File: config.mk
export PLATFORM = sky130hd
export DESIGN_NAME = reset_ctl_port
export DESIGN_NICKNAME = d
export VERILOG_FILES = /design/src/rtl/rcp_pkg.sv /design/src/rtl/rcp_addr_match.sv /design/src/rtl/rcp_ctrl_regs.sv /design/src/rtl/rcp_read_path.sv /design/src/rtl/reset_ctl_port.sv
export SDC_FILE = /design/constraint.sdc
export NUM_CORES = 1
export LEC_CHECK = 0
export ABC_AREA = 1
export BUFFER_PORTS_ARGS = -buffer_cell sky130_fd_sc_hd__buf_2
export CELL_PAD_IN_SITES_DETAIL_PLACEMENT = 2
export CELL_PAD_IN_SITES_GLOBAL_PLACEMENT = 2
export CORE_MARGIN = 8
export CORE_UTILIZATION = 13
export CTS_BUF_LIST = sky130_fd_sc_hd__clkbuf_8
export CTS_CLUSTER_DIAMETER = 60
export DETAILED_ROUTE_END_ITERATION = 8
export HOLD_SLACK_MARGIN = 0.08
export PLACE_DENSITY_LB_ADDON = 0.2
export SYNTH_ARGS = -nofsm -noshare
export SYNTH_HDL_FRONTEND = slang
export SYNTH_SLANG_ARGS = --single-unit
File: constraint.sdc
create_clock -name clk -period 1.3 [get_ports clk]
set_clock_uncertainty 0.05 [all_clocks]
set_input_delay 0.39 -clock clk [delete_from_list [all_inputs] [get_ports clk]]
set_output_delay 0.39 -clock clk [all_outputs]
set_load 0.005 [all_outputs]
File: src/rtl/rcp_pkg.sv
package rcp_pkg;
    localparam int RCP_DW = 8;

    typedef struct packed {
        logic [RCP_DW-1:0] store;
        logic              req;
    } rcp_state_t;
endpackage

File: src/rtl/rcp_addr_match.sv
module rcp_addr_match #(
    parameter int                ADDR_W    = 16,
    parameter logic [ADDR_W-1:0] PORT_ADDR = 16'h00F9
) (
    input  logic [ADDR_W-1:0] io_addr,
    input  logic              io_wr,
    input  logic              io_rd,
    output logic              wr_hit,
    output logic              rd_hit
);
    logic sel;

    always_comb begin
        sel    = (io_addr == PORT_ADDR);
        wr_hit = sel & io_wr;
        rd_hit = sel & io_rd;
    end
endmodule

File: src/rtl/rcp_ctrl_regs.sv
module rcp_ctrl_regs
    import rcp_pkg::*;
#(
    parameter int TRIG_BIT = 2,
    parameter int TYPE_BIT = 1
) (
    input  logic              clk,
    input  logic              rst_n,
    input  logic              wr_hit,
    input  logic [RCP_DW-1:0] wdata,
    output logic [RCP_DW-1:0] store,
    output logic              req
);
    localparam logic [RCP_DW-1:0] TRIG_MASK = RCP_DW'(1) << TRIG_BIT;
    localparam logic [RCP_DW-1:0] KEEP_MASK = RCP_DW'(1) << TYPE_BIT;

    rcp_state_t st_d, st_q;
    logic       trig;

    always_comb begin
        trig     = |(wdata & TRIG_MASK);
        st_d     = st_q;
        st_d.req = wr_hit & trig;
        if (wr_hit && !trig) begin
            st_d.store = wdata & KEEP_MASK;
        end
    end

    always_ff @(posedge clk or negedge rst_n) begin
        if (!rst_n) begin
            st_q <= '0;
        end else begin
            st_q <= st_d;
        end
    end

    assign store = st_q.store;
    assign req   = st_q.req;
endmodule

File: src/rtl/rcp_read_path.sv
module rcp_read_path
    import rcp_pkg::*;
(
    input  logic              rd_hit,
    input  logic [RCP_DW-1:0] store,
    output logic [RCP_DW-1:0] rdata,
    output logic              rdata_oe
);
    for (genvar i = 0; i < RCP_DW; i++) begin : g_gate
        assign rdata[i] = rd_hit & store[i];
    end
    assign rdata_oe = rd_hit;
endmodule

File: src/rtl/reset_ctl_port.sv
module reset_ctl_port
    import rcp_pkg::*;
#(
    parameter int                ADDR_W    = 16,
    parameter logic [ADDR_W-1:0] PORT_ADDR = 16'h00F9,
    parameter int                TRIG_BIT  = 2,
    parameter int                TYPE_BIT  = 1
) (
    input  logic              clk,
    input  logic              rst_n,
    input  logic [ADDR_W-1:0] io_addr,
    input  logic              io_wr,
    input  logic              io_rd,
    input  logic [7:0]        io_wdata,
    output logic [7:0]        io_rdata,
    output logic              io_rdata_oe,
    output logic              rst_req,
    output logic              rst_type
);
    logic              wr_hit, rd_hit;
    logic [RCP_DW-1:0] store;

    rcp_addr_match #(.ADDR_W(ADDR_W), .PORT_ADDR(PORT_ADDR)) u_match (
        .io_addr (io_addr),
        .io_wr   (io_wr),
        .io_rd   (io_rd),
        .wr_hit  (wr_hit),
        .rd_hit  (rd_hit)
    );

    rcp_ctrl_regs #(.TRIG_BIT(TRIG_BIT), .TYPE_BIT(TYPE_BIT)) u_regs (
        .clk    (clk),
        .rst_n  (rst_n),
        .wr_hit (wr_hit),
        .wdata  (io_wdata),
        .store  (store),
        .req    (rst_req)
    );

    rcp_read_path u_rd (
        .rd_hit   (rd_hit),
        .store    (store),
        .rdata    (io_rdata),
        .rdata_oe (io_rdata_oe)
    );

    assign rst_type = store[TYPE_BIT];
endmodule

==> results.md <==
* Status: complete, but fails checks
* Failing checks: setup timing
* First-pass GRT wire length at 2210 microns
* Setup violators final at 2
* Ys flop type: dfrtp_1
* Max Cap Violations at 0
* Main area contributors after synthesis: nand2_1 (20%), inv_1 (17%), buf_4 (16%)
* Hold path cells at 3
* Hold path start: io_wdata[2]
* RSZ-0062 raised after global routing: true
* CTS tree: yes
* Antenna diode count at 0
* Die footprint at 4360 sq um
* Nets@finish at 128
* Initial antenna violation count at 0
* Routed WL at 1330 microns
* Drt initial violations at 7
* Worst Path Max Fanout at 2
* Startpoint class of the critical path: input pin
* Tcrit/Tclk final at 124%
* Via count at 459
* Post-route cell area at 661 sq um
* Fmax at 0.622 GHz
* Number of flops mapped to enable cells by yosys at 0
* Largest net degree at the start of global routing at 4
* Netlist Area Pre-Place at 325 sq um
* TritonRoute pass-1 iters at 2
* Antenna viol nets, final at 0
* CTS root buffer: clkbuf_8
* CTS buffer count at 3
* Final Total Pwr at 0.418 mW
* P_leak at 0.384 nW
* Final Wtd Congestion at 0.622
* CP endpoint kind: primary output
* Reg2Reg Depth at 2
* Hold crit path type: in -> reg
* Utilization after layout at 27.2%
* Vias in the first global route at 551
* CP max-delay cell: nor3_4
* Die width at 66.0 microns
* Most frequent cell after synthesis: nand2_1
* Setup TNS at -0.612 ns
* Vias per cell at 3.59
* WHS at 0.381 ns
* Dpl cells at 122
* Hpwl dp at 1120 microns
* Routed WL per cell at 10.4 microns
* Unique masters post-synth at 10
* Commonest cells post-synth: nand2_1 (17), inv_1 (15), nor2_1 (12), buf_4 (7), nor3_2 (3)
* Core Area at 2430 sq um
* Crit path arrival time at 1.17 ns
* Clk_lat worst skew at 0.21 ns
* Clock Pin Slew Worst Setup and Hold Paths at 0.03 ns
* Total track usage at 6.58%
* Max Root-Sink Buffers at 2
* CP Class: in -> out
* Area delta synth->final at 103%
* R2R Setup Slk at 0.60 ns
* Port Buffer Count at 25
* PD cells at 633 nW/um^2
* Crit Reg-Reg Startpoint: u_regs.store[1]$_DFFE_PN0P_
* Sequential area share after synthesis at 15.4%
* Grt total ovfl at 0
* Critical Path Max Stage Delay at 0.19 ns
* Placed Instance Area at 515 sq um
* Yosys warning count at 0
* Ratio of cells with drive above 1 in the final layout at 55.1%
* Cell count after synthesis at 61
* Starting Density at 13.4%
* Hold Path End: u_regs.req$_DFF_PN0_
* Max VDD drop at 419 uV
* Cell Chain, Critical Path: buf_6 -> nor2_4 -> nand2_2 -> nor3_4 -> nand2_2 -> nor3_2 -> buf_2
* I/O pin count at 39
* Final WS setup at -0.308 ns
* Area share of the largest cell type after synthesis at 19.6%
* Top cell type by total area after synthesis: nand2_1
* Worst slack, placed at -0.415 ns
* Htree depth at 1
* Row count at 18
* Register bit total from synthesis at 2
* Height of the die at 66.0 microns
* Top cell by count, worst path: nand2_2
* Avg Cell Area, Syn at 5.33 sq um
* Tmin final at 1.61 ns
* Max-slew violation count at 0
* FF-to-FF End: u_regs.store[1]$_DFFE_PN0P_
* Clk sinks at 2
* Data required, critical path at 0.86 ns
* Finished Layout Cells at 128
* Async set-reset flop share out of synthesis at 100%
* DRC Markers at 0
* Final hold violations at 0
[how the worst max path moves through the flow]
stage,from,to,depth (start not counted)
after floorplan,io_addr[0],io_rdata_oe,6
after global placement,io_addr[1],io_rdata[1],7
after detailed placement,io_addr[1],io_rdata_oe,7
after CTS,io_addr[13],io_rdata_oe,7
after global routing,io_addr[1],io_rdata[1],7
final,io_addr[1],io_rdata[1],7
[metal layers]
| metal | vias up | GRT usage (%) | part of all wire (%) |
|---|---|---|---|
| met3 | 0 | 2.54 | 9.3 |
| met5 | - | 0 | 0 |
| met2 | 21 | 12.8 | 52 |
| met4 | 0 | 2.40 | 0 |
| met1 | 203 | 5.97 | 38 |
| li1 | 235 | - | - |
[cells by family after synthesis]
family        Yosys count  share of synthesized area, %
other cells             1                          1.15
simple gates           36                          50.0
buf+inv                22                          33.5
flops                   2                          15.4
[area by class of cell]
type / count / area [sq um]
flip-flops and latches: 2 / 50.0
well taps: 30 / 37.5
fillers: 325 / 1770
inverters: 15 / 56.3
repair buffers: 35 / 240
clock buffers: 3 / 41.3
multi-input cells: 43 / 235
[critical path, delay by kind of cell]
family / cells / cell delay, ns
buffers and inverters: 2 / 0.23
AND/OR/NAND/NOR: 5 / 0.55
[power breakdown]
group	total, mW	switching (mW)	internal, mW
combinational	0.111	0.0506	0.0600
clock	0.245	0.0489	0.196
sequential	0.0628	0.00000572	0.0628
[repair_timing]
item / CTS / global route
endpoints found under the setup margin: 2 / 3
pin swaps: 2 / 4
hold endpoints to repair: 2 / 0
hold buffers: 1 / 0
setup buffers: 6 / 1
resized for setup: 16 / 5
[layout by cell type, fill, tap and decap left out, types with 2 or more instances in the layout]
master	netlist	routed
buf_6	0	6
nand2_2	0	5
buf_4	7	9
inv_2	0	4
nor2_4	0	3
nor3_2	3	2
dfrtp_1	2	2
nand2_1	17	12
inv_1	15	11
conb_1	1	7
nor2_1	12	9
nand4_1	2	2
buf_2	0	19
clkbuf_8	0	3
[sequential cells by signal (all words and copies together), names as in the netlist]
name	flops
u_regs.req	1
u_regs.store	1
(Power assumes the default switching activity.)
